$ cat src/rtl/irq_pkg.sv
`timescale 1ns/1ps
package irq_pkg;
  localparam int unsigned NSRC       = 5;
  localparam int unsigned DW         = 8;
  localparam int unsigned AW         = 16;
  localparam int unsigned MCLK       = 4;   // clocks per machine cycle
  localparam int unsigned DMCYC      = 5;   // machine cycles per dispatch
  localparam logic [15:0] FLAG_ADDR  = 16'hFF0F;
  localparam logic [15:0] EN_ADDR    = 16'hFFFF;
  localparam logic [15:0] VEC_BASE   = 16'h0040;
  localparam int unsigned VEC_STRIDE = 8;

  typedef enum logic [1:0] {
    PH_IDLE,
    PH_WAIT,
    PH_PUSH,
    PH_JUMP
  } dsp_phase_e;
endpackage

$ cat src/rtl/irq_regs.sv
`timescale 1ns/1ps
module irq_regs #(
  parameter int unsigned NSRC      = irq_pkg::NSRC,
  parameter int unsigned DW        = irq_pkg::DW,
  parameter int unsigned AW        = irq_pkg::AW,
  parameter logic [AW-1:0] FLAG_ADDR = irq_pkg::FLAG_ADDR,
  parameter logic [AW-1:0] EN_ADDR   = irq_pkg::EN_ADDR
) (
  input  logic            clk_i,
  input  logic            rst_ni,
  input  logic [NSRC-1:0] req_i,
  input  logic [NSRC-1:0] clr_i,
  input  logic [AW-1:0]   bus_addr_i,
  input  logic            bus_we_i,
  input  logic [NSRC-1:0] bus_wdata_i,
  output logic [DW-1:0]   bus_rdata_o,
  output logic [NSRC-1:0] flag_o,
  output logic [NSRC-1:0] en_o
);
  localparam int unsigned PADW = DW - NSRC;

  logic [NSRC-1:0] flag_q, flag_d, en_q, en_d;
  logic            wr_flag, wr_en;

  assign wr_flag = bus_we_i && (bus_addr_i == FLAG_ADDR);
  assign wr_en   = bus_we_i && (bus_addr_i == EN_ADDR);

  always_comb begin
    // service clear first, then requests override everything
    flag_d = ((wr_flag ? bus_wdata_i : flag_q) & ~clr_i) | req_i;
    en_d   = wr_en ? bus_wdata_i : en_q;
  end

  always_ff @(posedge clk_i or negedge rst_ni) begin
    if (!rst_ni) begin
      flag_q <= '0;
      en_q   <= '0;
    end else begin
      flag_q <= flag_d;
      en_q   <= en_d;
    end
  end

  always_comb begin
    if (bus_addr_i == FLAG_ADDR)    bus_rdata_o = {{PADW{1'b1}}, flag_q};
    else if (bus_addr_i == EN_ADDR) bus_rdata_o = {{PADW{1'b1}}, en_q};
    else                            bus_rdata_o = '1;
  end

  assign flag_o = flag_q;
  assign en_o   = en_q;
endmodule

$ cat src/rtl/irq_prio.sv
`timescale 1ns/1ps
module irq_prio #(
  parameter int unsigned NSRC = irq_pkg::NSRC,
  localparam int unsigned IDXW = (NSRC > 1) ? $clog2(NSRC) : 1
) (
  input  logic [NSRC-1:0] pend_i,
  output logic            any_o,
  output logic [NSRC-1:0] grant_o,
  output logic [IDXW-1:0] idx_o
);
  logic [NSRC:0] below;

  assign below[0] = 1'b0;
  for (genvar g = 0; g < NSRC; g++) begin : g_chain
    assign grant_o[g]  = pend_i[g] & ~below[g];
    assign below[g+1]  = below[g] | pend_i[g];
  end

  assign any_o = below[NSRC];

  always_comb begin
    idx_o = '0;
    for (int i = 0; i < NSRC; i++) begin
      if (grant_o[i]) idx_o = idx_o | IDXW'(i);
    end
  end
endmodule

$ cat src/rtl/irq_dispatch.sv
`timescale 1ns/1ps
module irq_dispatch #(
  parameter int unsigned   AW         = irq_pkg::AW,
  parameter int unsigned   DW         = irq_pkg::DW,
  parameter int unsigned   IDXW       = 3,
  parameter int unsigned   MCLK       = irq_pkg::MCLK,
  parameter int unsigned   DMCYC      = irq_pkg::DMCYC,
  parameter logic [AW-1:0] VEC_BASE   = irq_pkg::VEC_BASE,
  parameter int unsigned   VEC_STRIDE = irq_pkg::VEC_STRIDE
) (
  input  logic            clk_i,
  input  logic            rst_ni,
  input  logic            start_i,
  input  logic [IDXW-1:0] idx_i,
  input  logic [AW-1:0]   pc_i,
  input  logic [AW-1:0]   sp_i,
  output logic            busy_o,
  output logic            mem_we_o,
  output logic [AW-1:0]   mem_addr_o,
  output logic [DW-1:0]   mem_wdata_o,
  output logic            pc_load_o,
  output logic [AW-1:0]   pc_o,
  output logic            sp_load_o,
  output logic [AW-1:0]   sp_o
);
  import irq_pkg::*;

  localparam int unsigned TOT    = MCLK * DMCYC;
  localparam int unsigned CW     = $clog2(TOT);
  localparam int unsigned HI_AT  = 2 * MCLK;
  localparam int unsigned LO_AT  = 3 * MCLK;

  logic            busy_q;
  logic [CW-1:0]   cnt_q;
  logic [IDXW-1:0] idx_q;
  logic [AW-1:0]   pc_q, sp_q;
  dsp_phase_e      phase;

  always_ff @(posedge clk_i or negedge rst_ni) begin
    if (!rst_ni) begin
      busy_q <= 1'b0;
      cnt_q  <= '0;
      idx_q  <= '0;
      pc_q   <= '0;
      sp_q   <= '0;
    end else if (!busy_q) begin
      if (start_i) begin
        busy_q <= 1'b1;
        cnt_q  <= '0;
        idx_q  <= idx_i;
        pc_q   <= pc_i;
        sp_q   <= sp_i;
      end
    end else if (cnt_q == CW'(TOT - 1)) begin
      busy_q <= 1'b0;
      cnt_q  <= '0;
    end else begin
      cnt_q  <= cnt_q + CW'(1);
    end
  end

  always_comb begin
    if (!busy_q)                        phase = PH_IDLE;
    else if (cnt_q == CW'(TOT - 1))     phase = PH_JUMP;
    else if (cnt_q == CW'(HI_AT) ||
             cnt_q == CW'(LO_AT))       phase = PH_PUSH;
    else                                phase = PH_WAIT;
  end

  assign busy_o      = busy_q;
  assign mem_we_o    = (phase == PH_PUSH);
  assign mem_addr_o  = (cnt_q == CW'(HI_AT)) ? sp_q - AW'(1) : sp_q - AW'(2);
  assign mem_wdata_o = (cnt_q == CW'(HI_AT)) ? pc_q[AW-1:AW-DW] : pc_q[DW-1:0];
  assign pc_load_o   = (phase == PH_JUMP);
  assign sp_load_o   = (phase == PH_JUMP);
  assign pc_o        = VEC_BASE + (AW'(idx_q) * AW'(VEC_STRIDE));
  assign sp_o        = sp_q - AW'(2);
endmodule

$ cat src/rtl/irq_ctrl.sv
`timescale 1ns/1ps
module irq_ctrl #(
  parameter int unsigned   NUM_SRC    = irq_pkg::NSRC,
  parameter int unsigned   DW         = irq_pkg::DW,
  parameter int unsigned   AW         = irq_pkg::AW,
  parameter int unsigned   MCLK       = irq_pkg::MCLK,
  parameter int unsigned   DMCYC      = irq_pkg::DMCYC,
  parameter logic [AW-1:0] FLAG_ADDR  = irq_pkg::FLAG_ADDR,
  parameter logic [AW-1:0] EN_ADDR    = irq_pkg::EN_ADDR,
  parameter logic [AW-1:0] VEC_BASE   = irq_pkg::VEC_BASE,
  parameter int unsigned   VEC_STRIDE = irq_pkg::VEC_STRIDE
) (
  input  logic               clk_i,
  input  logic               rst_ni,
  input  logic [NUM_SRC-1:0] req_i,
  input  logic [AW-1:0]      bus_addr_i,
  input  logic               bus_we_i,
  input  logic [DW-1:0]      bus_wdata_i,
  output logic [DW-1:0]      bus_rdata_o,
  input  logic               ime_set_i,
  input  logic               ime_clr_i,
  output logic               ime_o,
  output logic               wake_o,
  input  logic               insn_bound_i,
  input  logic [AW-1:0]      pc_i,
  input  logic [AW-1:0]      sp_i,
  output logic               busy_o,
  output logic               mem_we_o,
  output logic [AW-1:0]      mem_addr_o,
  output logic [DW-1:0]      mem_wdata_o,
  output logic               pc_load_o,
  output logic [AW-1:0]      pc_o,
  output logic               sp_load_o,
  output logic [AW-1:0]      sp_o
);
  localparam int unsigned IDXW = (NUM_SRC > 1) ? $clog2(NUM_SRC) : 1;

  logic [NUM_SRC-1:0] if_q, ie_q, pend, grant, clr;
  logic [IDXW-1:0]    idx;
  logic               any_pend, start, ime_q;
  logic               unused_wdata;

  assign unused_wdata = ^bus_wdata_i[DW-1:NUM_SRC];

  irq_regs #(
    .NSRC(NUM_SRC), .DW(DW), .AW(AW),
    .FLAG_ADDR(FLAG_ADDR), .EN_ADDR(EN_ADDR)
  ) u_regs (
    .clk_i       (clk_i),
    .rst_ni      (rst_ni),
    .req_i       (req_i),
    .clr_i       (clr),
    .bus_addr_i  (bus_addr_i),
    .bus_we_i    (bus_we_i),
    .bus_wdata_i (bus_wdata_i[NUM_SRC-1:0]),
    .bus_rdata_o (bus_rdata_o),
    .flag_o      (if_q),
    .en_o        (ie_q)
  );

  assign pend = if_q & ie_q;

  irq_prio #(.NSRC(NUM_SRC)) u_prio (
    .pend_i  (pend),
    .any_o   (any_pend),
    .grant_o (grant),
    .idx_o   (idx)
  );

  assign start = insn_bound_i && ime_q && any_pend && !busy_o;
  assign clr   = start ? grant : '0;

  always_ff @(posedge clk_i or negedge rst_ni) begin
    if (!rst_ni)        ime_q <= 1'b0;
    else if (start)     ime_q <= 1'b0;
    else if (ime_set_i) ime_q <= 1'b1;
    else if (ime_clr_i) ime_q <= 1'b0;
  end

  assign ime_o  = ime_q;
  assign wake_o = any_pend;

  irq_dispatch #(
    .AW(AW), .DW(DW), .IDXW(IDXW), .MCLK(MCLK), .DMCYC(DMCYC),
    .VEC_BASE(VEC_BASE), .VEC_STRIDE(VEC_STRIDE)
  ) u_dsp (
    .clk_i       (clk_i),
    .rst_ni      (rst_ni),
    .start_i     (start),
    .idx_i       (idx),
    .pc_i        (pc_i),
    .sp_i        (sp_i),
    .busy_o      (busy_o),
    .mem_we_o    (mem_we_o),
    .mem_addr_o  (mem_addr_o),
    .mem_wdata_o (mem_wdata_o),
    .pc_load_o   (pc_load_o),
    .pc_o        (pc_o),
    .sp_load_o   (sp_load_o),
    .sp_o        (sp_o)
  );
endmodule

$ cat config.mk
export PLATFORM = sky130hd
export DESIGN_NAME = irq_ctrl
export DESIGN_NICKNAME = d
export VERILOG_FILES = /design/src/rtl/irq_pkg.sv /design/src/rtl/irq_regs.sv /design/src/rtl/irq_prio.sv /design/src/rtl/irq_dispatch.sv /design/src/rtl/irq_ctrl.sv
export SDC_FILE = /design/constraint.sdc
export NUM_CORES = 1
export LEC_CHECK = 0
export ABC_AREA = 0
export ABC_CLOCK_PERIOD_IN_PS = 4400
export CORE_ASPECT_RATIO = 1.1
export CORE_UTILIZATION = 47
export CTS_CLUSTER_DIAMETER = 120
export DETAILED_ROUTE_END_ITERATION = 8
export PLACE_DENSITY = 0.93
export SYNTH_ARGS = -nofsm -noshare
export SYNTH_HDL_FRONTEND = slang
export SYNTH_HIERARCHICAL = 1
export SYNTH_SLANG_ARGS = --single-unit
export TNS_END_PERCENT = 20
$ cat constraint.sdc
create_clock -name clk_i -period 4.4 [get_ports clk_i]
set_input_delay 0.66 -clock clk_i [delete_from_list [all_inputs] [get_ports clk_i]]
set_output_delay 0.66 -clock clk_i [all_outputs]
set_load 0.01 [all_outputs]
==> summary.md <==
| Metric | Value |
|---|---|
| Worst EP arrival | about 3100 ps |
| Synth Area in Compound Gates | under 10% |
| Xor and xnor area share after synthesis | slightly below 8% |
| CP peak stage delay | 710 ps |
| Commonest cells in the netlist | dfrtp_1, nand2_1, mux2_2, buf_4, nor2_1 |
| DR top layer | met4 |
| First-iteration detailed-routing DRC count | 154 |
| Combined buffer and inverter count along the critical path | 2 |
| Async SR Flop Fraction | between 90% and 100% |
| Max-cap violations | 0 |
| Via density per instance | roughly 5.3 |
| Post-CTS Resized | 0 |
| Final Slew Violations | 0 |
| Register area | between 1000 and 1500 um^2 |
| Hold WC Path Type | input pin to async pin |
| CTS max path bufs | 2 |
| VDD IR-drop max | about 130 uV |
| Crit path time final | ~3700 ps |
| Post-Synth Simple-Gate Area | between 20% and 30% |
| Main combinational cell family by area after synthesis | simple AND/OR/NAND/NOR gates |
| Initial Util | roughly 49% |
| Met1 Routed Length | 2.99 mm |
| Postcts setup bufs | 0 |
| Slew @ Worst Pin | ~690 ps |
| Crit-path cells | clkdlybuf4s50_1 -> or4_1 -> or4_1 -> o22a_1 -> clkdlybuf4s50_1 |
| # H-tree levels | 2 |
| Clk sink count | 52 |
| Share of post-route cells with drive strength above 1 | between 10 and 15% |
| Die area | between 7000 and 8000 um^2 |
| Outcome | complete, no violations |
| IO Port Bufs | between 100 and 150 |
| Die width | slightly above 80 um |
| CTS root buf | clkbuf_8 |
| Number of CTS-inserted buffers | 5 |
| Clock transition at the registers of the reported paths | 90 ps |
| Drt first pass iters | 4 |
| Final Util | between 60 and 70% |
| Cells after Synth | around 340 |
| Via count | between 2000 and 3000 |
| First-pass GRT wire length | ~13 mm |
| # nets final | around 500 |
| Slowest cell on crit path | or4_1 |
| RSZ-0062 raised after global routing | no |
| # setup viols final | 0 |
| Lkg Pwr | around 2 nW |
| Max frequency | approximately 270 MHz |
| WP data required | 3740 ps |
| Critical Path Fanout Max | 15 |
| Row count | 31 |
| Startpoint types | input pin |
| DRC violations left | 0 |
| Initial antenna violation count | 0 |
| Average routed wire per standard cell | 14.2 um |
| Synth top area share | about two fifths |
| Crit path max-delay family | simple AND/OR/NAND/NOR gates |
| Power Density | a little over 200 nW/um^2 |
| Synthesized area per cell | 9.77 um^2 |
| Vias in the first global route | 2833 |
| R2R Setup Slk | between 1500 and 2000 ps |
| Post-synth cell types | 44 |
| Setup CP Type | input pin to output port |
| Met3 WL | between 400 and 500 um |
| Synth Flop Type | dfrtp_1 |
| Tcrit/Tclk final | between 80% and 90% |
| Fraction of synthesized area in multiplexers | 13.0% |
| Filler cells | 517 |
| Gpl congestion | between 0.8 and 0.9 |
| Fin Setup TNS | 0 ps |
| Area of the multi-input gates | between 1500 and 2000 um^2 |
| Slew margin rel. | a little over half |
| DPL Wire Length | just under 6 mm |
| Register area share after synthesis | around 40% |
| Total congestion overflow | 0 |
| Ant diodes | 0 |
| Gr usage total | a little over a fifth |
| Mapped Area | ~3300 um^2 |
| Setup crit end kind | output port |
| Count leader, synth | dfrtp_1 |
| Clk Latency, worst-skew pair | ~300 ps |
| FF+latch count, synth | 52 |
| CTS tree | built |
| Skew final | around 8.8 ps |
| Hold buffer count at CTS | 0 |
| Warnings, synthesis | 6 |
| Top Ports | about 140 |
| Final hold violation count | 0 |
| Synth Area in Adders | under 10% |
| Area delta synth->final | 36.6% |
| Total Wirelength | about 7.4 mm |
| Main area contributors after synthesis | dfrtp_1, mux2_2, nand2_1, buf_4, xnor2_1 |
| Final ANT Viol Nets | 0 |
| Wire length on met2 | between 3 and 4 mm |
| Largest net degree at the start of global routing | 53 |
| Die H | 89.8 um |
| Number of synthesized flops with an enable pin | 0 |
| Yosys top cell by area | dfrtp_1 |
| Core area | about 6700 um^2 |
==> per-layer routing <==
metal  global-route usage [%]  vias up
li1                         -     1320
met1                     25.3     1337
met2                     39.0      109
met3                     3.65        8
met4                     6.43        0
met5                        0        -
==> worst reg2reg max path, cell delays in order, from the launching register on <==
cell and delay, ps:
dfrtp_1 390, and2_1 250, nor2_2 70, nand3b_1 120, and4b_1 380, nor2b_4 660, buf_4 360, mux2_2 360
==> cell families after synthesis <==
family | Yosys count
AO/OA/AOI/OAI | 31
XOR/XNOR | 29
adder cells (fa/ha/maj) | 5
buffers and inverters | 46
flip-flops | 52
multiplexers | 38
other | 3
AND/OR/NAND/NOR | 133
==> placed cells by master (no fill, tap or decap), types with 2 or more instances in the layout <==
| cell | n |
|---|---|
| a21oi_1 | 6 |
| xor2_1 | 12 |
| clkdlybuf4s50_1 | 116 |
| dfrtp_1 | 52 |
| or4_1 | 3 |
| nor3_1 | 6 |
| nor3b_1 | 5 |
| nor2_2 | 2 |
| nand3b_1 | 6 |
| mux2_2 | 37 |
| conb_1 | 16 |
| buf_4 | 2 |
| o22a_1 | 5 |
| nor2_1 | 19 |
| nand2_1 | 50 |
| ha_1 | 5 |
| and2_1 | 13 |
| nand2b_1 | 3 |
| nand3_1 | 8 |
| o21ai_0 | 10 |
| clkbuf_8 | 5 |
| xnor2_1 | 17 |
| nand4_1 | 5 |
| inv_1 | 11 |
| o311ai_2 | 5 |
| nor4_1 | 4 |
==> stage by stage <==
step / setup WS [ps] / hold slack, ps / std cells / power (mW) / instance area (um^2)
after floorplan: 1680 / 364 / 350 / 0.532 / 3340
final: 651 / 481 / 524 / 0.921 / 4500
after detailed placement: 657 / 497 / 516 / 0.600 / 4390
after CTS: 649 / 494 / 524 / 0.933 / 4500
after global routing: 531 / 525 / 524 / 0.965 / 4500
after global placement: 668 / 490 / 516 / 0.598 / 4390
==> power by group <==
group / total, mW / leakage [nW] / switching (mW) / internal (mW)
Sequential: 0.487 / 0.681 / 0.00489 / 0.482
Combinational: 0.104 / 1.27 / 0.0397 / 0.0642
Clock: 0.330 / 0.0558 / 0.158 / 0.172
Total: 0.921 / 2.00 / 0.203 / 0.718
==> registers in the layout (all words and copies together), names as in the netlist <==
signal,flops
ime_o,1
u_dsp/busy_o,1
u_dsp/cnt_q,5
u_dsp/idx_q,3
u_dsp/pc_q,16
u_dsp/sp_q,16
u_regs/en_o,5
u_regs/flag_o,5
==> worst paths after layout <==
path | depth (start not counted) | startpoint | endpoint
max | 5 | bus_addr_i[4] | bus_rdata_o[1]
min | 2 | rst_ni | u_dsp/idx_q[2]
max reg2reg | 7 | u_regs/flag_o[0] | u_dsp/sp_q[6]
min reg2reg | 1 | u_dsp/pc_q[15] | u_dsp/pc_q[15]
max in group asynchronous | 2 | rst_ni | u_dsp/sp_q[2]
min in group clk_i | 1 | u_dsp/pc_q[15] | u_dsp/pc_q[15]
==> area by class of cell <==
class	count	area share (%)
tap	82	2.28
inverter	11	0.918
clock inverter	2	0.862
sequential	52	28.9
timing repair buffer	119	26.3
multi-input combinational	252	39.1
clock buffer	6	1.61
No activity file was read; power rests on OpenSTA's default activity.
